## config.mk

```make
export PLATFORM = sky130hd
export DESIGN_NAME = sdram_cmd_seq
export DESIGN_NICKNAME = d
export VERILOG_FILES = /design/src/rtl/sdram_seq_pkg.sv /design/src/rtl/sdram_refresh_timer.sv /design/src/rtl/sdram_cmd_fsm.sv /design/src/rtl/sdram_cmd_seq.sv
export SDC_FILE = /design/constraint.sdc
export NUM_CORES = 1
export LEC_CHECK = 0
export ABC_AREA = 1
export CORE_MARGIN = 3
export CORE_UTILIZATION = 51
export DETAILED_ROUTE_END_ITERATION = 8
export PLACE_DENSITY = 0.86
export SLEW_MARGIN = 20
export SYNTH_ARGS = -nofsm -noshare
export SYNTH_HDL_FRONTEND = slang
export SYNTH_SLANG_ARGS = --single-unit
```

## constraint.sdc

```tcl
create_clock -name clk -period 1.9 [get_ports clk]
set_clock_uncertainty 0.1 [all_clocks]
set_input_delay 0.38 -clock clk [delete_from_list [all_inputs] [get_ports clk]]
set_output_delay 0.38 -clock clk [all_outputs]
set_load 0.02 [all_outputs]
```

## src/rtl/sdram_seq_pkg.sv

```systemverilog
package sdram_seq_pkg;
  // pin order {cs_n, ras_n, cas_n, we_n}
  typedef enum logic [3:0] {
    CMD_DESEL = 4'b1111,
    CMD_ACT   = 4'b0011,
    CMD_RD    = 4'b0101,
    CMD_WR    = 4'b0100,
    CMD_PRE   = 4'b0010,
    CMD_REF   = 4'b0001,
    CMD_MRS   = 4'b0000
  } sd_cmd_e;

  typedef enum logic [1:0] {
    ST_IDLE,
    ST_ACT_WAIT,
    ST_RECOVER
  } seq_st_e;

  localparam int          OP_LSB     = 27;
  localparam logic [2:0]  OP_NORMAL  = 3'b000;
  localparam logic [2:0]  OP_REFRESH = 3'b001;
  localparam logic [2:0]  OP_MODESET = 3'b011;
  localparam logic [2:0]  OP_PREALL  = 3'b101;
  localparam int          A10_BIT    = 10;
endpackage

```

## src/rtl/sdram_refresh_timer.sv

```systemverilog
module sdram_refresh_timer #(
  parameter int PRESC_W  = 8,
  parameter int PERIOD_W = 8
) (
  input  logic                clk,
  input  logic                rst_n,
  input  logic                presc_we,
  input  logic [PRESC_W-1:0]  presc_wdata,
  input  logic                period_we,
  input  logic [PERIOD_W-1:0] period_wdata,
  input  logic                ref_ack,
  output logic                ref_pend
);
  logic [PRESC_W-1:0]  presc_val_q, presc_val_d, presc_cnt_q, presc_cnt_d;
  logic [PERIOD_W-1:0] period_val_q, period_val_d, period_cnt_q, period_cnt_d;
  logic                pend_q, pend_d, expire;

  always_comb begin
    presc_val_d  = presc_we  ? presc_wdata  : presc_val_q;
    period_val_d = period_we ? period_wdata : period_val_q;
    presc_cnt_d  = presc_cnt_q;
    period_cnt_d = period_cnt_q;
    expire       = 1'b0;
    if (presc_we || period_we || (period_val_q == '0)) begin
      presc_cnt_d  = '0;
      period_cnt_d = '0;
    end else if (presc_cnt_q == presc_val_q) begin
      presc_cnt_d = '0;
      if (period_cnt_q == period_val_q) begin
        period_cnt_d = '0;
        expire       = 1'b1;
      end else begin
        period_cnt_d = period_cnt_q + 1'b1;
      end
    end else begin
      presc_cnt_d = presc_cnt_q + 1'b1;
    end
    pend_d = (pend_q && !ref_ack) || expire;
  end

  always_ff @(posedge clk or negedge rst_n) begin
    if (!rst_n) begin
      presc_val_q  <= '0;
      period_val_q <= '0;
      presc_cnt_q  <= '0;
      period_cnt_q <= '0;
      pend_q       <= 1'b0;
    end else begin
      presc_val_q  <= presc_val_d;
      period_val_q <= period_val_d;
      presc_cnt_q  <= presc_cnt_d;
      period_cnt_q <= period_cnt_d;
      pend_q       <= pend_d;
    end
  end

  assign ref_pend = pend_q;

  // the prescaler count never passes its limit
  a_r8_presc_in_range: assert property (@(posedge clk) disable iff (!rst_n)
    presc_cnt_q <= presc_val_q);
  // a due refresh is kept until the sequencer takes it
  a_r9_pend_held: assert property (@(posedge clk) disable iff (!rst_n)
    (pend_q && !ref_ack) |=> pend_q);
endmodule

```

## src/rtl/sdram_cmd_fsm.sv

```systemverilog
module sdram_cmd_fsm
  import sdram_seq_pkg::*;
#(
  parameter int ROW_W = 13,
  parameter int COL_W = 9,
  parameter int BA_W  = 2,
  parameter int TRCD  = 2,
  parameter int TRP   = 3,
  parameter int TRFC  = 7,
  parameter int TMRD  = 2
) (
  input  logic                         clk,
  input  logic                         rst_n,
  input  logic [2:0]                   op,
  input  logic [ROW_W+BA_W-1:0]        mode_data,
  input  logic                         acc_valid,
  input  logic                         acc_write,
  input  logic [COL_W+ROW_W+BA_W-1:0]  acc_addr,
  input  logic                         ref_pend,
  output logic                         ref_ack,
  output sd_cmd_e                      cmd,
  output logic [ROW_W-1:0]             sd_addr,
  output logic [BA_W-1:0]              sd_ba,
  output logic                         busy
);
  localparam int T1     = (TRP > TRCD) ? TRP : TRCD;
  localparam int T2     = (TRFC > TMRD) ? TRFC : TMRD;
  localparam int TMAX   = (T1 > T2) ? T1 : T2;
  localparam int WAIT_W = $clog2(TMAX + 1);
  localparam logic [ROW_W-1:0] A10_MASK = ROW_W'(1) << A10_BIT;

  seq_st_e              st_q, st_d;
  sd_cmd_e              cmd_q, cmd_d;
  logic [ROW_W-1:0]     addr_q, addr_d;
  logic [BA_W-1:0]      ba_q, ba_d, bank_q, bank_d;
  logic [COL_W-1:0]     col_q, col_d;
  logic                 rw_q, rw_d, busy_q, busy_d;
  logic [WAIT_W-1:0]    wait_q, wait_d;
  logic [COL_W-1:0]     acc_col;
  logic [ROW_W-1:0]     acc_row;
  logic [BA_W-1:0]      acc_bank;

  assign acc_col  = acc_addr[COL_W-1:0];
  assign acc_row  = acc_addr[COL_W +: ROW_W];
  assign acc_bank = acc_addr[COL_W+ROW_W +: BA_W];
  assign ref_ack  = (st_q == ST_IDLE) && ref_pend && (op == OP_NORMAL);

  always_comb begin
    st_d   = st_q;
    cmd_d  = CMD_DESEL;
    addr_d = '0;
    ba_d   = '0;
    bank_d = bank_q;
    col_d  = col_q;
    rw_d   = rw_q;
    wait_d = wait_q;
    unique case (st_q)
      ST_IDLE: begin
        if (ref_ack) begin
          cmd_d  = CMD_REF;
          wait_d = WAIT_W'(TRFC - 1);
          st_d   = ST_RECOVER;
        end else if (acc_valid) begin
          if (op == OP_NORMAL) begin
            cmd_d  = CMD_ACT;
            addr_d = acc_row;
            ba_d   = acc_bank;
            bank_d = acc_bank;
            col_d  = acc_col;
            rw_d   = acc_write;
            wait_d = WAIT_W'(TRCD - 1);
            st_d   = ST_ACT_WAIT;
          end else if (acc_write && (op == OP_PREALL)) begin
            cmd_d  = CMD_PRE;
            addr_d = A10_MASK;
            wait_d = WAIT_W'(TRP - 1);
            st_d   = ST_RECOVER;
          end else if (acc_write && (op == OP_REFRESH)) begin
            cmd_d  = CMD_REF;
            wait_d = WAIT_W'(TRFC - 1);
            st_d   = ST_RECOVER;
          end else if (acc_write && (op == OP_MODESET)) begin
            cmd_d  = CMD_MRS;
            addr_d = mode_data[ROW_W-1:0];
            ba_d   = mode_data[ROW_W +: BA_W];
            wait_d = WAIT_W'(TMRD - 1);
            st_d   = ST_RECOVER;
          end
        end
      end
      ST_ACT_WAIT: begin
        if (wait_q == '0) begin
          cmd_d  = rw_q ? CMD_WR : CMD_RD;
          addr_d = ROW_W'(col_q) | A10_MASK;
          ba_d   = bank_q;
          wait_d = WAIT_W'(TRP - 1);
          st_d   = ST_RECOVER;
        end else begin
          wait_d = wait_q - 1'b1;
        end
      end
      ST_RECOVER: begin
        if (wait_q == '0) st_d = ST_IDLE;
        else              wait_d = wait_q - 1'b1;
      end
      default: st_d = ST_IDLE;
    endcase
    busy_d = (st_d != ST_IDLE);
  end

  always_ff @(posedge clk or negedge rst_n) begin
    if (!rst_n) begin
      st_q   <= ST_IDLE;
      cmd_q  <= CMD_DESEL;
      addr_q <= '0;
      ba_q   <= '0;
      bank_q <= '0;
      col_q  <= '0;
      rw_q   <= 1'b0;
      wait_q <= '0;
      busy_q <= 1'b0;
    end else begin
      st_q   <= st_d;
      cmd_q  <= cmd_d;
      addr_q <= addr_d;
      ba_q   <= ba_d;
      bank_q <= bank_d;
      col_q  <= col_d;
      rw_q   <= rw_d;
      wait_q <= wait_d;
      busy_q <= busy_d;
    end
  end

  assign cmd     = cmd_q;
  assign sd_addr = addr_q;
  assign sd_ba   = ba_q;
  assign busy    = busy_q;

  // each busy window opens with a real command on the pins
  a_r3_cmd_opens_window: assert property (@(posedge clk) disable iff (!rst_n)
    $rose(busy_q) |-> (cmd_q != CMD_DESEL));
  // during recovery past the first cycle only deselect is driven
  a_r3_single_cmd: assert property (@(posedge clk) disable iff (!rst_n)
    ((st_q == ST_RECOVER) && ($past(st_q) == ST_RECOVER)) |-> (cmd_q == CMD_DESEL));
  // column commands only follow the activate wait
  a_r6_rw_after_act: assert property (@(posedge clk) disable iff (!rst_n)
    ((cmd_q == CMD_RD) || (cmd_q == CMD_WR)) |-> ($past(st_q) == ST_ACT_WAIT));
  // a refresh on the pins needs normal or refresh operation selected
  a_r9_ref_op_ok: assert property (@(posedge clk) disable iff (!rst_n)
    (cmd_q == CMD_REF) |-> (($past(op) == OP_NORMAL) || ($past(op) == OP_REFRESH)));
endmodule

```

## src/rtl/sdram_cmd_seq.sv

```systemverilog
module sdram_cmd_seq
  import sdram_seq_pkg::*;
#(
  parameter int ROW_W    = 13,
  parameter int COL_W    = 9,
  parameter int BA_W     = 2,
  parameter int PRESC_W  = 8,
  parameter int PERIOD_W = 8,
  parameter int TRCD     = 2,
  parameter int TRP      = 3,
  parameter int TRFC     = 7,
  parameter int TMRD     = 2
) (
  input  logic                        clk,
  input  logic                        rst_n,
  input  logic                        mode_we,
  input  logic [31:0]                 mode_wdata,
  input  logic                        presc_we,
  input  logic [PRESC_W-1:0]          presc_wdata,
  input  logic                        period_we,
  input  logic [PERIOD_W-1:0]         period_wdata,
  input  logic                        acc_valid,
  input  logic                        acc_write,
  input  logic [COL_W+ROW_W+BA_W-1:0] acc_addr,
  output logic                        sd_cs_n,
  output logic                        sd_ras_n,
  output logic                        sd_cas_n,
  output logic                        sd_we_n,
  output logic [ROW_W-1:0]            sd_addr,
  output logic [BA_W-1:0]             sd_ba,
  output logic                        busy
);
  localparam int MD_W = ROW_W + BA_W;

  logic [31:0] mode_q, mode_d;
  logic        ref_pend, ref_ack;
  sd_cmd_e     cmd;

  always_comb mode_d = mode_we ? mode_wdata : mode_q;

  always_ff @(posedge clk or negedge rst_n) begin
    if (!rst_n) mode_q <= '0;
    else        mode_q <= mode_d;
  end

  sdram_refresh_timer #(
    .PRESC_W (PRESC_W),
    .PERIOD_W(PERIOD_W)
  ) u_timer (
    .clk         (clk),
    .rst_n       (rst_n),
    .presc_we    (presc_we),
    .presc_wdata (presc_wdata),
    .period_we   (period_we),
    .period_wdata(period_wdata),
    .ref_ack     (ref_ack),
    .ref_pend    (ref_pend)
  );

  sdram_cmd_fsm #(
    .ROW_W(ROW_W), .COL_W(COL_W), .BA_W(BA_W),
    .TRCD(TRCD), .TRP(TRP), .TRFC(TRFC), .TMRD(TMRD)
  ) u_fsm (
    .clk      (clk),
    .rst_n    (rst_n),
    .op       (mode_q[OP_LSB +: 3]),
    .mode_data(mode_q[MD_W-1:0]),
    .acc_valid(acc_valid),
    .acc_write(acc_write),
    .acc_addr (acc_addr),
    .ref_pend (ref_pend),
    .ref_ack  (ref_ack),
    .cmd      (cmd),
    .sd_addr  (sd_addr),
    .sd_ba    (sd_ba),
    .busy     (busy)
  );

  assign {sd_cs_n, sd_ras_n, sd_cas_n, sd_we_n} = cmd;

  // an access seen while busy leaves the window open without a new command
  a_r7_busy_ignores: assert property (@(posedge clk) disable iff (!rst_n)
    (busy && acc_valid && (cmd == CMD_DESEL) && $past(busy)) |=>
      (!busy || (cmd != CMD_PRE && cmd != CMD_MRS && cmd != CMD_ACT)));
endmodule

```

Word level (Yosys, flattened, before mapping)
Cells that the tools add are included.

Register bits after elaboration: 100.

$add $sub $neg: 3. Reduce and logical (&&, ||, !) cells: 19. Multiplexer cells: 51. Bitwise logic cells: 1. Eq/ne operators: 10.

Operators with widths (number): $mux W13 (6); $mux W8 (5); $mux W2 (15); $mux W4 (7); $pmux W13 S2 (1); $mux W3 (8); $add A8 B1 Y8 const B (2); $eq A8 B8 Y1 (2); $mux W11 (1); $pmux W3 S3 (1); $logic_not A8 Y1 (1); $pmux W4 S2 (1); $reduce_and A4 Y1 (2); $logic_and A1 B1 Y1 (6); $logic_not A3 Y1 (2); $ne A6 B5 Y1 const B (1); $pmux W2 S3 (1); $mux W1 (4); $pmux W2 S2 (1); $reduce_bool A2 Y1 (2); $eq A3 B1 Y1 const B (1); $eq A3 B2 Y1 const B (1); $eq A3 B3 Y1 const B (1); $logic_or A1 B1 Y1 (3); other kinds (9) (9).

Logic depth before layout (Yosys ltp)
Word-level depth: 10. Depth in mapped cells: 12. Depth with buffers taken out: 11.

Cells and area by module
From an unflattened synthesis, not the netlist that was laid out.

Cells, all modules: 553. Area, all modules: 4516.8 µm².

Modules (own cells, without submodules): sdram_cmd_fsm (instances 1, seq. area each 930.9 µm², cells each 237, area each 1924.3 µm²); sdram_refresh_timer (instances 1, seq. area each 825.8 µm², cells each 240, area each 1881.8 µm²); sdram_cmd_seq (instances 1, seq. area each 450.4 µm², cells each 76, area each 710.7 µm²).

Least setup slack after synthesis
OpenSTA, ideal clock, no wires.

Kind: reg2reg. From: register u_fsm.st_q[0]. To: register u_fsm.addr_q[12], in the netlist u_fsm.sd_addr[12]. Setup time: 0.095 ns. Setup slack: 0.203 ns. Path buffers: 1. Data required time: 1.705 ns. Arrival: 1.502 ns. Cell stages (with the launch flop): 13. Cell sequence: dfrtp_1 > inv_1 > ha_1 > nand2_1 > inv_2 > nand3_4 > nand2_2 > nor2_4 > nand2_4 > inv_4 > buf_6 > nand2_2 > o31ai_1.

Cells in the longest elaborated chain, start to end: 5. Elaborated cells between the ends (all ways): 6. Classes of those cells: eq/ne (1); mux (2); reduce/logical (3).

Ends and longest elaborated chain: start, declared (RTL line sdram_cmd_fsm.sv:32) `seq_st_e st_q, st_d;`; start signal, assigned (RTL line sdram_cmd_fsm.sv:123) `st_q <= st_d;`; $logic_not A2 Y1 (RTL line sdram_cmd_fsm.sv:46, sdram_cmd_fsm.sv:57); $logic_and A1 B1 Y1 (2 in series) (RTL line sdram_cmd_fsm.sv:46) `assign ref_ack = (st_q == ST_IDLE) && ref_pend && (op == OP_NORMAL);`; $mux W13 (RTL line sdram_cmd_fsm.sv:59) `if (ref_ack) begin`; $pmux W13 S2 * (RTL line sdram_cmd_fsm.sv:57) `unique case (st_q)`; named net u_fsm.addr_d[12] (RTL line sdram_cmd_fsm.sv:34) `logic [ROW_W-1:0] addr_q, addr_d;`; end signal, assigned (RTL line sdram_cmd_fsm.sv:125) `addr_q <= addr_d;`; end, declared (RTL line sdram_cmd_fsm.sv:34).

Mark *: on every way through the listed nets, which the timed path passes. The rest lies on a longest branch. A chain may end at the register's enable or synchronous reset.

Worst setup path in the final report
From: register u_fsm.ba_q[1], in the netlist u_fsm.sd_ba[1]. To: output port sd_ba[1].

RTL lines: start, declared (RTL line sdram_cmd_fsm.sv:35) `logic [BA_W-1:0] ba_q, ba_d, bank_q, bank_d;`; start signal, assigned (RTL line sdram_cmd_fsm.sv:116) `ba_q <= '0;`; start signal, assigned (RTL line sdram_cmd_fsm.sv:126) `ba_q <= ba_d;`; end, declared (RTL line sdram_cmd_seq.sv:30) `output logic [BA_W-1:0] sd_ba,`.

No word-level cell between the ends.

==> flow_summary.json <==
{
  "path_buf_inv": 1,
  "port-buffer-count": 84,
  "cp-start-kind": "flop",
  "layout-drive-gt1-share_pct": 14.0,
  "fillCellCount": 610,
  "grt_pass1_vias": 3929,
  "finalPower_mw": 5.53,
  "drtIter0Drc": 162,
  "cp-end-kind": "primary output",
  "grt_usage_pct": 22.7,
  "ys_ff_latch": 88,
  "finalCriticalPeriod_ps": 1820,
  "synthFlopType": "dfrtp_1",
  "status": "complete, no violations",
  "critPathKind": "reg -> out",
  "path_cells": "clkdlybuf4s50_1",
  "antenna_found_initial": 0,
  "period_share_pct": 95.6,
  "die_area_um2": 9790,
  "num_vias": 3885,
  "ys_seq_area_share_pct": 50.1,
  "syn2layout_area_growth_pct": 29.3,
  "tns_ps": 0,
  "die_w_um": 98.9,
  "htree_levels": 3,
  "crit_arrival_ps": 1340,
  "path_delay_family": "buffers and inverters",
  "dpl.hpwl_um": 7880,
  "hold_viol": 0,
  "worstHoldPathType": "reg -> reg",
  "async_flop_share_pct": 100,
  "leakage_nw": 2.87,
  "grt.overflow.total": 0,
  "finalNetCount": 719,
  "finalMaxSlewViolations": 0,
  "cts_root_buf": "clkbuf_8",
  "synthCells": 531,
  "cap_violations": 0,
  "coreArea_um2": 8300,
  "vias_per_cell": 5.24,
  "cp.required_ps": 1420,
  "netlist_area_um2": 4400,
  "io_pins": 99,
  "holdWs_ps": 385,
  "yosysWarningCount": 0,
  "clkSinkCount": 88,
  "fmax_ghz": 0.550,
  "synth.avg_cell_area_um2": 8.29,
  "final_cell_mix": "nand2_1 (165), dfrtp_1 (84), clkdlybuf4s50_1 (79)",
  "drt_wl_total_um": 10600,
  "cts_tree": "built",
  "setup_viol": 0,
  "num_rows": 33,
  "ant_nets": 0,
  "antenna_cells": 0,
  "grt_pass1_wl_um": 17900,
  "cts_buffers": 9,
  "wire_per_inst_um": 14.3,
  "worstPathMaxFanout": 1,
  "place.gp.congestion": 0.871,
  "grt_max_degree": 32,
  "cts.reportedPaths.clkPinSlew_ps": 80,
  "p_per_area_nw_per_um2": 970,
  "die_h_um": 98.9,
  "clk_latency_ps": 360,
  "relSlewSlack_pct": 71.3,
  "layout_commonest_cell": "nand2_1",
  "synth_cell_types": 33,
  "drc_errors": 0,
  "max_stage_delay_ps": 620,
  "start_util_pct": 53.1,
  "syn-num-nets": 618,
  "clockBufferDepth": 2,
  "firstDrtPassIters": 5,
  "tightest_slew_ps": 431,
  "synth-edff-count": 0,
  "peakVddDrop_mv": 0.587,
  "cpMaxStageDelayCell": "clkdlybuf4s50_1"
}
==> area by class of cell <==
class	instances	area, um2	area share [%]
clock buffer	10	128	2.24
inverter	70	275	4.83
clock inverter	6	67.6	1.19
sequential	88	2210	38.7
tap	105	131	2.31
timing repair buffer	105	1020	17.9
timing repair inverter	1	8.76	0.154
multi-input combinational	357	1860	32.7
==> flip-flops by register name (all words and copies together) (netlist names) <==
name and flops:
u_fsm.st_q 2, u_fsm.sd_addr 13, u_fsm.cmd 4, u_fsm.bank_q 2, u_timer.presc_val_q 8, u_timer.ref_pend 1
u_fsm.wait_q 3, u_fsm.sd_ba 2, u_fsm.busy 1, u_fsm.rw_q 1, mode_q 18, u_timer.presc_cnt_q 8
u_timer.period_val_q 8, u_fsm.col_q 9, u_timer.period_cnt_q 8
==> power by group <==
part,switching (mW),internal [mW]
Sequential,0.170,2.23
Combinational,1.06,0.764
Clock,0.690,0.616
==> routing by layer <==
| metal | track usage (%) | vias to the layer above | part of all wire (%) |
|---|---|---|---|
| met3 | 3.18 | 21 | 4.8 |
| met5 | 0 | - | 0 |
| li1 | - | 1875 | - |
| met4 | 8.61 | 0 | 2.4 |
| met2 | 40.3 | 132 | 51 |
| met1 | 28.0 | 1857 | 42 |
==> synthesized netlist by cell type, types with 2 or more instances <==
cell | n | share of area (%)
nor2_1 | 28 | 2.4
buf_6 | 3 | 0.77
a21oi_1 | 3 | 0.34
nor2_4 | 3 | 0.77
nand3_2 | 5 | 1.1
xor2_1 | 4 | 0.80
dfrtp_1 | 84 | 48
buf_2 | 8 | 0.91
inv_1 | 63 | 5.4
dfstp_2 | 4 | 2.4
nand2_1 | 167 | 14
o31ai_1 | 2 | 0.34
nand2_2 | 12 | 1.7
ha_1 | 8 | 2.3
mux2_2 | 12 | 3.1
o211ai_1 | 2 | 0.34
nand4_1 | 13 | 1.8
nand3_1 | 51 | 5.8
a31oi_1 | 2 | 0.28
clkbuf_1 | 4 | 0.34
xnor2_1 | 5 | 0.99
o21ai_0 | 32 | 3.6
inv_2 | 6 | 0.51
==> cell families after synthesis <==
logic type               Yosys count  share of synthesized area [%]
AO/OA/AOI/OAI                     44                           5.60
XOR/XNOR                           9                           1.79
adder cells (fa/ha/maj)            8                           2.27
buffers and inverters             86                           8.21
flip-flops                        88                           50.1
multiplexers                      12                           3.07
AND/OR/NAND/NOR                  284                           28.9
==> timing repair <==
action	CTS	global route
setup buffers	0	1
hold buffers	1	0
setup endpoints to repair	6	31
gates cloned	0	1
pin swaps	0	0
gates resized for setup	5	10
endpoints found under the hold margin	27	0
==> path summary, 6_finish.rpt <==
| path | startpoint | end | slack [ps] | cells after the start |
|---|---|---|---|---|
| min in group asynchronous | rst_n | u_timer.presc_val_q[5] | 400 | 2 |
| worst min-delay path | u_fsm.wait_q[0] | u_fsm.wait_q[0] | 380 | 2 |
| worst min register to register | u_fsm.wait_q[0] | u_fsm.wait_q[0] | 380 | 2 |
| max in group asynchronous | rst_n | u_fsm.cmd[1] | 700 | 3 |
| worst max register to register | u_fsm.st_q[1] | u_fsm.col_q[6] | 130 | 11 |
| worst max-delay path | u_fsm.sd_ba[1] | sd_ba[1] | 80 | 1 |
==> per-stage QoR <==
stage	worst slack, ps	instances	area [um2]	utilization [%]
floorplan	203	531	4400	-
global placement	-7.69	723	5450	65.6
detailed placement	-27.5	723	5450	65.6
CTS	47.1	740	5650	68.1
global route	-3.11	742	5700	68.6
finish	83.3	742	5700	68.6
No activity file was read; power rests on OpenSTA's default activity.
